[src/rtl/clut_pkg.sv]
package clut_pkg;

  // Write target codes carried on busSel
  localparam logic [1:0] SEL_ADDR = 2'd0;
  localparam logic [1:0] SEL_DATA = 2'd1;
  localparam logic [1:0] SEL_CTRL = 2'd2;

  // Strobes from the controller to the datapath, valid for one cycle
  typedef struct packed {
    logic fire;        // launch a write on the next edge
    logic selAddr;     // write the entry index to the address register
    logic selRed;      // write the red byte of the current entry
    logic selGrn;      // write the green byte
    logic selBlu;      // write the blue byte
    logic selCtrl;     // write the DAC control register
    logic ctrlDirect;  // control value selects direct colour
    logic nextIndex;   // advance the entry index
    logic clrIndex;    // restart the entry index at zero
  } ctrlCmd_t;

endpackage

[src/rtl/clut_datapath.sv]
module clut_datapath
  import clut_pkg::*;
#(
  parameter int ENTRIES = 256,
  parameter int DATA_W = 8,
  parameter logic [DATA_W-1:0] CTRL_INDEXED = 8'h00,
  parameter logic [DATA_W-1:0] CTRL_DIRECT = 8'h01
) (
  input  logic              clk,
  input  logic              rstN,
  input  ctrlCmd_t          cmd,
  output logic              lastEntry,
  output logic              busStrobe,
  output logic [1:0]        busSel,
  output logic [DATA_W-1:0] busData
);

  localparam int IDXW = $clog2(ENTRIES);
  localparam int HALF = DATA_W / 2;
  localparam int NCHAN = 3;

  logic [IDXW-1:0]   idx;
  logic [DATA_W-1:0] idxByte;
  logic [DATA_W-1:0] chan [NCHAN];
  logic [DATA_W-1:0] nextData;
  logic [1:0]        nextSel;

  // Entry index: cleared at start, advanced after each blue byte
  always_ff @(posedge clk or negedge rstN) begin
    if (!rstN) begin
      idx <= '0;
    end else if (cmd.clrIndex) begin
      idx <= '0;
    end else if (cmd.nextIndex) begin
      idx <= idx + 1'b1;
    end
  end

  assign lastEntry = (idx == IDXW'(ENTRIES - 1));
  assign idxByte = DATA_W'(idx);

  // Colour formula, one generator per channel
  for (genvar c = 0; c < NCHAN; c++) begin : g_chan
    if (c == 0) begin : g_red
      assign chan[c] = idxByte;
    end else if (c == 1) begin : g_grn
      assign chan[c] = ~idxByte;
    end else begin : g_blu
      assign chan[c] = {idxByte[HALF-1:0], idxByte[DATA_W-1:HALF]};
    end
  end

  always_comb begin
    nextData = '0;
    nextSel = SEL_ADDR;
    if (cmd.selAddr) begin
      nextData = idxByte;
      nextSel = SEL_ADDR;
    end else if (cmd.selRed) begin
      nextData = chan[0];
      nextSel = SEL_DATA;
    end else if (cmd.selGrn) begin
      nextData = chan[1];
      nextSel = SEL_DATA;
    end else if (cmd.selBlu) begin
      nextData = chan[2];
      nextSel = SEL_DATA;
    end else if (cmd.selCtrl) begin
      nextData = cmd.ctrlDirect ? CTRL_DIRECT : CTRL_INDEXED;
      nextSel = SEL_CTRL;
    end
  end

  // Registered bus outputs
  always_ff @(posedge clk or negedge rstN) begin
    if (!rstN) begin
      busStrobe <= 1'b0;
      busSel <= SEL_ADDR;
      busData <= '0;
    end else begin
      busStrobe <= cmd.fire;
      if (cmd.fire) begin
        busSel <= nextSel;
        busData <= nextData;
      end
    end
  end

  // strobe lasts one clock
  a_r5_strobe_single: assert property (@(posedge clk) disable iff (!rstN)
    busStrobe |=> !busStrobe);

  // the index never wraps before the sequence moves to the control write
  a_r2_index_no_wrap: assert property (@(posedge clk) disable iff (!rstN)
    (cmd.nextIndex && lastEntry) |=> !cmd.selAddr);

endmodule

[src/rtl/clut_ctrl.sv]
module clut_ctrl
  import clut_pkg::*;
(
  input  logic     clk,
  input  logic     rstN,
  input  logic     modeDirect,
  input  logic     busReady,
  input  logic     lastEntry,
  output ctrlCmd_t cmd,
  output logic     done,
  output logic     indexedMode,
  output logic     shareOeN
);

  typedef enum logic [2:0] {
    S_START, S_ADDR, S_RED, S_GRN, S_BLU, S_CTRL, S_SETTLE, S_DONE
  } state_e;

  state_e state, nextState;
  logic   holdOff;   // high in the cycle the strobe is out
  logic   modeReg;
  logic   canIssue;

  assign canIssue = busReady && !holdOff;

  always_comb begin
    cmd = '0;
    nextState = state;
    unique case (state)
      S_START: begin
        cmd.clrIndex = 1'b1;
        nextState = modeDirect ? S_CTRL : S_ADDR;
      end
      S_ADDR: if (canIssue) begin
        cmd.fire = 1'b1;
        cmd.selAddr = 1'b1;
        nextState = S_RED;
      end
      S_RED: if (canIssue) begin
        cmd.fire = 1'b1;
        cmd.selRed = 1'b1;
        nextState = S_GRN;
      end
      S_GRN: if (canIssue) begin
        cmd.fire = 1'b1;
        cmd.selGrn = 1'b1;
        nextState = S_BLU;
      end
      S_BLU: if (canIssue) begin
        cmd.fire = 1'b1;
        cmd.selBlu = 1'b1;
        cmd.nextIndex = 1'b1;
        nextState = lastEntry ? S_CTRL : S_ADDR;
      end
      S_CTRL: if (canIssue) begin
        cmd.fire = 1'b1;
        cmd.selCtrl = 1'b1;
        cmd.ctrlDirect = modeReg;
        nextState = S_SETTLE;
      end
      S_SETTLE: nextState = S_DONE;
      S_DONE: nextState = S_DONE;
      default: nextState = S_START;
    endcase
  end

  always_ff @(posedge clk or negedge rstN) begin
    if (!rstN) begin
      state <= S_START;
      holdOff <= 1'b0;
      modeReg <= 1'b0;
      shareOeN <= 1'b0;
    end else begin
      state <= nextState;
      holdOff <= cmd.fire;
      if (state == S_START) begin
        modeReg <= modeDirect;
      end
      shareOeN <= (state == S_DONE);
    end
  end

  assign done = (state == S_DONE);
  assign indexedMode = done && !modeReg;

  // done is sticky
  a_r8_done_sticky: assert property (@(posedge clk) disable iff (!rstN)
    done |=> done);

  // shared bus stays disabled until done
  a_r9_oe_low_before_done: assert property (@(posedge clk) disable iff (!rstN)
    !done |-> !shareOeN);

  // release one cycle after done
  a_r9_oe_release: assert property (@(posedge clk) disable iff (!rstN)
    done |=> shareOeN);

  // the sampled mode holds after the start cycle
  a_r7_mode_held: assert property (@(posedge clk) disable iff (!rstN)
    (state != S_START) |=> $stable(modeReg));

endmodule

[src/rtl/clut_loader.sv]
module clut_loader
  import clut_pkg::*;
#(
  parameter int ENTRIES = 256,
  parameter int DATA_W = 8,
  parameter logic [DATA_W-1:0] CTRL_INDEXED = 8'h00,
  parameter logic [DATA_W-1:0] CTRL_DIRECT = 8'h01
) (
  input  logic              clk,
  input  logic              rstN,
  input  logic              modeDirect,
  input  logic              busReady,
  output logic              busStrobe,
  output logic [1:0]        busSel,
  output logic [DATA_W-1:0] busData,
  output logic              done,
  output logic              indexedMode,
  output logic              shareOeN
);

  ctrlCmd_t cmd;
  logic     lastEntry;

  clut_ctrl u_ctrl (
    .clk(clk),
    .rstN(rstN),
    .modeDirect(modeDirect),
    .busReady(busReady),
    .lastEntry(lastEntry),
    .cmd(cmd),
    .done(done),
    .indexedMode(indexedMode),
    .shareOeN(shareOeN)
  );

  clut_datapath #(
    .ENTRIES(ENTRIES),
    .DATA_W(DATA_W),
    .CTRL_INDEXED(CTRL_INDEXED),
    .CTRL_DIRECT(CTRL_DIRECT)
  ) u_dp (
    .clk(clk),
    .rstN(rstN),
    .cmd(cmd),
    .lastEntry(lastEntry),
    .busStrobe(busStrobe),
    .busSel(busSel),
    .busData(busData)
  );

  // a strobe follows a cycle with ready high
  a_r6_ready_first: assert property (@(posedge clk) disable iff (!rstN)
    busStrobe |-> $past(busReady));

  // no write while the other device may drive the lines
  a_r9_no_write_released: assert property (@(posedge clk) disable iff (!rstN)
    busStrobe |-> !shareOeN);

endmodule

[config.mk]
export PLATFORM = sky130hd
export DESIGN_NAME = clut_loader
export DESIGN_NICKNAME = d
export VERILOG_FILES = /design/src/rtl/clut_pkg.sv /design/src/rtl/clut_datapath.sv /design/src/rtl/clut_ctrl.sv /design/src/rtl/clut_loader.sv
export SDC_FILE = /design/constraint.sdc
export NUM_CORES = 1
export LEC_CHECK = 0
export ABC_AREA = 1
export CORE_ASPECT_RATIO = 1.4
export CORE_UTILIZATION = 49
export DETAILED_ROUTE_END_ITERATION = 10
export HOLD_SLACK_MARGIN = 0.12
export PLACE_DENSITY = 0.75
export REMOVE_ABC_BUFFERS = 1
export SETUP_SLACK_MARGIN = 0.02
export SYNTH_ARGS = -nofsm -noshare
export SYNTH_HDL_FRONTEND = slang
export SYNTH_SLANG_ARGS = --single-unit
[constraint.sdc]
create_clock -name clk -period 1.3 [get_ports clk]
set_input_delay 0.39 -clock clk [delete_from_list [all_inputs] [get_ports clk]]
set_output_delay 0.39 -clock clk [all_outputs]
set_load 0.005 [all_outputs]
**Yosys cells after proc, flatten, opt, wreduce, memory -nomap -nowiden**

Index checks and enable logic that the tools add are counted.

- Register bits after elaboration: 24
- Input port bits: 4
- Output and inout port bits: 14
- Logic and storage cells: 62

- $add $sub $neg: 1
- Eq/ne operators: 13
- Muxes and demuxes: 31
- Bitwise operators: 1
- Reduce and logical (&&, ||, !) cells: 9

Operators by type and width:

| cell | count |
|---|---|
| $mux 8 | 7 |
| $mux 3 | 7 |
| $pmux 3 s7 | 1 |
| $mux 2 | 8 |
| $eq 3x3->1 const B | 4 |
| $ne 2x1->1 const B | 5 |
| $add 8x1->8 const B | 1 |
| $eq 8x8->1 const B | 1 |
| $not 8->8 | 1 |
| $mux 1 | 7 |
| $eq 3x2->1 const B | 2 |
| $reduce_and 5->1 | 1 |
| $reduce_or 4->1 | 1 |
| $eq 3x1->1 const B | 1 |
| $logic_not 3->1 | 1 |
| $logic_and 1x1->1 | 2 |
| $logic_not 1->1 | 2 |
| $pmux 1 s2 | 1 |
| $reduce_bool 2->1 | 1 |
| $reduce_or 2->1 | 1 |

**Longest topological paths before layout**

Gate-level depths: netlist (run 1).

- Word-level depth: 10
- Mapped depth: 8
- Gate-level depth less buffers: 8

**Hierarchy**

From an unflattened synthesis (run 1), not the netlist that was laid out.

- Cell total of the unflattened synthesis: 189
- Area total of the unflattened synthesis: 1395.1 µm²

By module, submodules not included:

| module | times used | cells an instance | area an instance (µm²) | seq. area each (µm²) |
|---|---|---|---|---|
| clut_datapath | 1 | 138 | 1038.5 | 475.5 |
| clut_ctrl | 1 | 51 | 356.6 | 150.1 |

**Worst setup path after synthesis (run 1)**

Ideal clock, no wire load.

- Kind: reg2reg
- From: register u_ctrl.state[1]
- To: register u_dp.idx[6]
- Setup time: 0.117 ns
- Data arrival time: 1.137 ns
- Data required time: 1.183 ns
- Slack: 0.046 ns
- Stages on the path, launching flop included: 8
- Buffers on the path: 1
- Period minus slack after synthesis: 1.254 ns
- Cell sequence: dfrtp_1 nor2_4 nand2_4 nor2_8 buf_12 nand3_1 nand2_1 nor2_1

- Cells in the longest elaborated chain, start to end: 3
- Elaborated cells between the ends (all ways): 6
- Classes of those cells: 1 x eq/ne; 3 x mux; 2 x reduce/logical

RTL lines:

| item | line | text |
|---|---|---|
| from (decl) | clut_ctrl.sv:19 | `state_e state, nextState;` |
| from (signal assigned) | clut_ctrl.sv:74 | `state <= nextState;` |
| $eq 3x3->1 / $logic_not 3->1 (equally long branches) | clut_ctrl.sv:29 | `unique case (state)` |
| $mux 1 | clut_ctrl.sv:29 |  |
| $reduce_bool 2->1 (no line) / $mux 8 (equally long branches) | n/a |  |
| to (signal assigned) | clut_datapath.sv:35 | `idx <= idx + 1'b1;` |
| to (decl) | clut_datapath.sv:22 | `logic [IDXW-1:0] idx;` |

Parallel ways exist; a longest one is shown, timed or not.
A chain may end at the register's enable or synchronous reset.

**Worst setup path in the final report (run 1)**

- From: register u_ctrl.state[1]
- To: output indexedMode

- Cells in the longest elaborated chain, start to end: 2

RTL lines:

| item | line | text |
|---|---|---|
| $eq 3x3->1 | clut_ctrl.sv:83 | `assign done = (state == S_DONE);` |
| $logic_and 1x1->1 | clut_ctrl.sv:84 | `assign indexedMode = done && !modeReg;` |
| to (decl) | clut_loader.sv:17 | `output logic indexedMode,` |

Every way passes these cells.

==> results.sh, run 1 <==
export IMPL_status="complete, but fails checks"
export IMPL_violations="setup timing"
export IMPL_tritoncts="built"
export IMPL_drtIter0Drc=62
export IMPL_numCtsBuffers=3
export IMPL_postRouteAntennaNets=0
export IMPL_clock_path_buffers=2
export IMPL_grt_ovfl_total=0
export IMPL_grt_setup_unrepaired="true"
export IMPL_viasPerCell=5.30
export IMPL_final_common_cell="nand2_1"
export IMPL_yosysTopAreaCellShare_pct=42.2
export IMPL_final_cell_mix="nand2_1, buf_4, dfrtp_1"
export IMPL_dpl_hpwl_microns=2650
export IMPL_min_period_over_period_pct=114
export IMPL_detailedPlace_worstSlack_ns=-0.445
export IMPL_arrival_ns=1.10
export IMPL_core_area_sq_um=2700
export IMPL_grt_pass1_wl_microns=6300
export IMPL_synth_distinct_cells=29
export IMPL_die_w_microns=47.6
export IMPL_hp_class="in2async"
export IMPL_die_h_microns=65.8
export IMPL_n_antenna_cell=0
export IMPL_slowest_stage="dfrtp_1"
export IMPL_yosys_area_top_type="dfrtp_1"
export IMPL_nNetsFinal=263
export IMPL_drtPass1Iterations=4
export IMPL_path_cells="nand2_2, nor3_2, buf_2"
export IMPL_syn_area_sq_um=1420
export IMPL_regArea_sq_um=601
export IMPL_start_kind="flip-flop"
export IMPL_avgSynthCellArea_sq_um=7.53
export IMPL_relSlewSlack_pct=76.6
export IMPL_max_stage_delay_ns=0.43
export IMPL_htree_levels=1
export IMPL_dieArea_sq_um=3130
export IMPL_clock_skew_ns=0.00636
export IMPL_route_detailed_drc=0
export IMPL_ys_ff_latch=24
export IMPL_wl_per_cell_microns=14.1
export IMPL_multiInputGateArea_sq_um=796
export IMPL_cp_data_required_time_ns=0.91
export IMPL_postCtsHoldBufs=0
export IMPL_start_util_pct=52.8
export IMPL_finalSetupViolCount=25
export IMPL_synthCells=189
export IMPL_seq_area_frac_synth_pct=42.2
export IMPL_num_vias=1554
export IMPL_r2r_start="u_ctrl.state[2]"
export IMPL_yosys_warnings=0
export IMPL_portBuffers=17
export IMPL_max_freq_ghz=0.672
export IMPL_path_clk_slew_ns=0.14
export IMPL_clock_sinks=24
export IMPL_antenna_found_initial=0
export IMPL_root_buffer="clkbuf_4"
export IMPL_maxSlewViolCount=0
export IMPL_fin_crit_ns=1.49
export IMPL_path_class="reg2out"
export IMPL_worst_pin_slew_ns=0.350
export IMPL_vdd_drop_max_uv=583
export IMPL_ys_top_cells_by_area="dfrtp_1, nand2_1, nand3_1"
export IMPL_track_usage_pct=28.2
export IMPL_row_count=22
export IMPL_setup_ws_ns=-0.187
export IMPL_routed_wl_microns=4130
export IMPL_grt_start_max_net_pins=25
export IMPL_power_density_nw_per_um2=571
export IMPL_nFillCells=202
export IMPL_end_kind="output pin"
export IMPL_power_total_mw=1.22
export IMPL_crit_buf_inv=1
export IMPL_hold_violations=0
export IMPL_area_growth_pct=50.1
export IMPL_io_pins=18
export IMPL_routabilityCongestion=0.879
export IMPL_grt_pass1_vias=1527
export IMPL_crit_start="u_ctrl.state[1]"
export IMPL_maxCapViolCount=0
export IMPL_cpLargestDelayFamily="flip-flops"
export IMPL_layout_drive_gt1_share_pct=44.4
export IMPL_clock_latency_ns=0.33
export IMPL_leakage_nw=1.20
export IMPL_path_max_fanout=3
## cell usage after synthesis
| master | count |
|---|---|
| o21ai_2 | 1 |
| buf_2 | 1 |
| a21oi_1 | 2 |
| nor3_4 | 1 |
| a22o_1 | 1 |
| nor2_4 | 2 |
| nor2_2 | 1 |
| inv_1 | 21 |
| dfrtp_1 | 24 |
| nand3_1 | 22 |
| nor2_1 | 11 |
| nor2_8 | 1 |
| o21ai_0 | 6 |
| a21oi_2 | 1 |
| clkinv_2 | 1 |
| nand2_2 | 1 |
| nand2_1 | 69 |
| o211ai_1 | 1 |
| o21ai_1 | 2 |
| nand4_1 | 7 |
| ha_1 | 1 |
| buf_4 | 3 |
| nor3_1 | 1 |
| nand3_4 | 1 |
| buf_12 | 1 |
| nor3_2 | 1 |
| o21bai_1 | 1 |
| inv_2 | 2 |
| nand2_4 | 2 |
## where the power goes
group | switching [mW] | internal [mW]
Clock | 0.236 | 0.172
Sequential | 0 | 0.747
Combinational | 0.0352 | 0.0319
Total | 0.271 | 0.950
## path summary, 6_finish.rpt
check | slack, ns | to | depth (start not counted)
max in group asynchronous | 0.76 | u_dp.idx[1] | 2
min in group clk | 0.50 | u_dp.busData[5] | 2
worst min register to register | 0.50 | u_dp.busData[5] | 2
worst max register to register | -0.14 | u_dp.busSel[0] | 8
worst max-delay path | -0.19 | indexedMode | 3
worst min-delay path | 0.39 | u_dp.busSel[1] | 2
## layout make-up
type	count	share of cell area, %
multi-input cells	136	37.2
repair buffers	69	26.2
well taps	36	2.11
inverters	24	4.68
clock buffers	4	1.70
flip-flops and latches	24	28.1
## sequential cells by signal, indices dropped and copies added, names as in the netlist
register and count:
u_dp.idx 8, u_dp.busSel 2, u_ctrl.modeReg 1, u_dp.busData 8
u_ctrl.state 3, u_ctrl.shareOeN 1, u_dp.busStrobe 1
## cell families (layout without fill, tap and decap cells)
logic type,Yosys count,count (layout),share of synthesized area (%)
compound gates,15,15,6.42
flops,24,24,42.2
simple gates,120,120,40.8
fa+ha+maj,1,1,0.879
buf+inv,29,97,9.75
## through the flow
stage / hold slack [ns] / cells / util [%] / setup TNS [ns] / area, sq um
floorplan: 0.0944 / 184 / - / -1.37 / 1380
global route: 0.399 / 293 / 79.2 / -3.87 / 2140
global placement: 0.466 / 263 / 66.7 / -8.21 / 1800
CTS: 0.390 / 284 / 72.7 / -1.90 / 1960
detailed placement: 0.469 / 263 / 66.7 / -8.93 / 1800
finish: 0.394 / 293 / 79.2 / -2.26 / 2140
## per-layer routing
| metal | wire, microns | share of wire [%] | GRT usage (%) |
|---|---|---|---|
| met5 | 0 | 0 | 0 |
| met4 | 148 | 3.6 | 13.2 |
| met3 | 186 | 4.5 | 2.73 |
| met2 | 2220 | 54 | 51.2 |
| met1 | 1580 | 38 | 30.7 |
## repair_timing
item                                    4_1_cts  5_1_grt
pin swaps                                     8       19
setup buffers                                18        8
endpoints found under the setup margin       34       32
resized for setup                            77       34
cloned                                        0        1
## worst register-to-register path: stages (launching register included)
cell     delay [ns]
dfrtp_1        0.42
buf_4          0.19
nand2_4        0.11
nor2_8         0.04
buf_12         0.13
buf_4          0.13
buf_4          0.12
nor2_1         0.12
nand3_1        0.08
Power figures use the tool's default switching activity.
==> run 2, diff against run 1 <==
--- a/constraint.sdc
+++ b/constraint.sdc
@@ -3,2 +3,2 @@
 set_output_delay 0.39 -clock clk [all_outputs]
-set_load 0.005 [all_outputs]
+set_load 0.01 [all_outputs]
==> results.sh, run 2 (same netlist as run 1, synthesis figures left out) <==
export IMPL_status="complete, but fails checks"
export IMPL_violations="setup timing"
export IMPL_regArea_sq_um=601
export IMPL_path_cells="buf_4, nor2_4, buf_4, nand2_4, buf_4, inv_1, nand2_1, nand3_1, nand2_1, nand2_1"
export IMPL_htree_levels=1
export IMPL_root_buffer="clkbuf_4"
export IMPL_r2r_start="u_ctrl.state[1]"
export IMPL_final_common_cell="nand2_1"
export IMPL_wl_per_cell_microns=14.1
export IMPL_max_freq_ghz=0.674
export IMPL_path_class="reg2reg"
export IMPL_postCtsHoldBufs=0
export IMPL_clock_skew_ns=0.00225
export IMPL_arrival_ns=1.75
export IMPL_area_growth_pct=39.9
export IMPL_leakage_nw=1.11
export IMPL_relSlewSlack_pct=78.3
export IMPL_maxSlewViolCount=0
export IMPL_grt_setup_unrepaired="true"
export IMPL_finalSetupViolCount=24
export IMPL_routabilityCongestion=0.909
export IMPL_slowest_stage="dfrtp_1"
export IMPL_reg2reg_setup_slack_ns=-0.18
export IMPL_rr_worst_depth=10
export IMPL_portBuffers=17
export IMPL_start_kind="flip-flop"
export IMPL_row_count=22
export IMPL_nNetsFinal=255
export IMPL_path_depth=10
export IMPL_numCtsBuffers=3
export IMPL_antenna_found_initial=0
export IMPL_route_detailed_drc=0
export IMPL_final_cell_mix="nand2_1, buf_4, dfrtp_1"
export IMPL_drtPass1Iterations=4
export IMPL_vdd_drop_max_uv=441
export IMPL_grt_start_max_net_pins=25
export IMPL_grt_pass1_wl_microns=6430
export IMPL_worst_pin_slew_ns=0.324
export IMPL_grt_pass1_vias=1575
export IMPL_clock_latency_ns=0.31
export IMPL_fin_crit_ns=1.48
export IMPL_num_vias=1518
export IMPL_min_period_over_period_pct=114
export IMPL_power_density_nw_per_um2=609
export IMPL_clock_sinks=24
export IMPL_reg_top3="u_dp.busData (8), u_dp.idx (8), u_ctrl.state (3)"
export IMPL_nFillCells=219
export IMPL_grt_ovfl_total=0
export IMPL_path_clk_slew_ns=0.14
export IMPL_cp_data_required_time_ns=1.56
export IMPL_path_max_fanout=4
export IMPL_routed_wl_microns=4010
export IMPL_max_stage_delay_ns=0.43
export IMPL_r2r_end="u_ctrl.state[2]"
export IMPL_viasPerCell=5.33
export IMPL_dieArea_sq_um=3130
export IMPL_start_util_pct=52.8
export IMPL_end_kind="flip-flop"
export IMPL_setup_ws_ns=-0.184
export IMPL_holdWs_ns=0.406
export IMPL_tritoncts="built"
export IMPL_drtIter0Drc=55
export IMPL_crit_buf_inv=4
export IMPL_detailedPlace_worstSlack_ns=-0.445
export IMPL_clock_path_buffers=2
export IMPL_multiInputGateArea_sq_um=736
export IMPL_cpLargestDelayFamily="buffers and inverters"
export IMPL_hold_violations=0
export IMPL_io_pins=18
export IMPL_layout_drive_gt1_share_pct=35.3
export IMPL_maxCapViolCount=0
export IMPL_postRouteAntennaNets=0
export IMPL_core_area_sq_um=2700
export IMPL_dpl_hpwl_microns=2920
export IMPL_track_usage_pct=29.0
export IMPL_n_antenna_cell=0
export IMPL_die_w_microns=47.6
export IMPL_die_h_microns=65.8
export IMPL_hp_class="in2async"
export IMPL_final_util_pct=73.8
[run 2: area by class of cell]
type / count / share of cell area (%)
Timing Repair Buffer: 61 / 23.7
Tap cell: 36 / 2.26
Multi-Input combinational cell: 136 / 36.9
Inverter: 24 / 5.09
Sequential cell: 24 / 30.2
Clock buffer: 4 / 1.82
[run 2: per-layer routing]
| metal | vias to the layer above | track usage [%] | share of wire [%] |
|---|---|---|---|
| met4 | 0 | 14.2 | 2.9 |
| met5 | - | 0 | 0 |
| met1 | 728 | 29.1 | 37 |
| met2 | 54 | 54.5 | 57 |
| met3 | 12 | 3.55 | 3.6 |
| li1 | 724 | - | - |
[run 2: repair_timing]
| action | 4_1_cts | 5_1_grt |
|---|---|---|
| setup endpoints to repair | 36 | 37 |
| gates cloned | 0 | 1 |
| pin swaps | 7 | 2 |
| resized for setup | 74 | 11 |
| setup buffers | 10 | 5 |
[run 2: worst max path at each step]
stage / from / endpoint / slack (ns)
after floorplan: u_ctrl.state[2] / u_dp.busSel[1] / -0.20
after global placement: busReady / u_dp.idx[4] / -0.43
after detailed placement: busReady / u_dp.idx[4] / -0.45
after CTS: u_ctrl.state[1] / done / -0.17
after global routing: u_ctrl.state[1] / u_ctrl.state[2] / -0.25
final: u_ctrl.state[1] / u_ctrl.state[2] / -0.18
[run 2: where the power goes]
| group | switching (mW) | total [mW] | internal, mW |
|---|---|---|---|
| combinational | 0.0339 | 0.0639 | 0.0299 |
| clock | 0.232 | 0.403 | 0.171 |
| sequential | 0 | 0.747 | 0.747 |
| total | 0.266 | 1.21 | 0.948 |
[run 2: through the flow]
step / TNS, ns / instance area (sq um) / power (mW) / std cells
floorplan: -1.40 / 1380 / 0.773 / 184
global placement: -7.99 / 1810 / 0.820 / 265
detailed placement: -8.55 / 1810 / 0.822 / 265
CTS: -2.54 / 1910 / 1.22 / 279
global route: -4.61 / 1990 / 1.26 / 285
finish: -3.23 / 1990 / 1.21 / 285
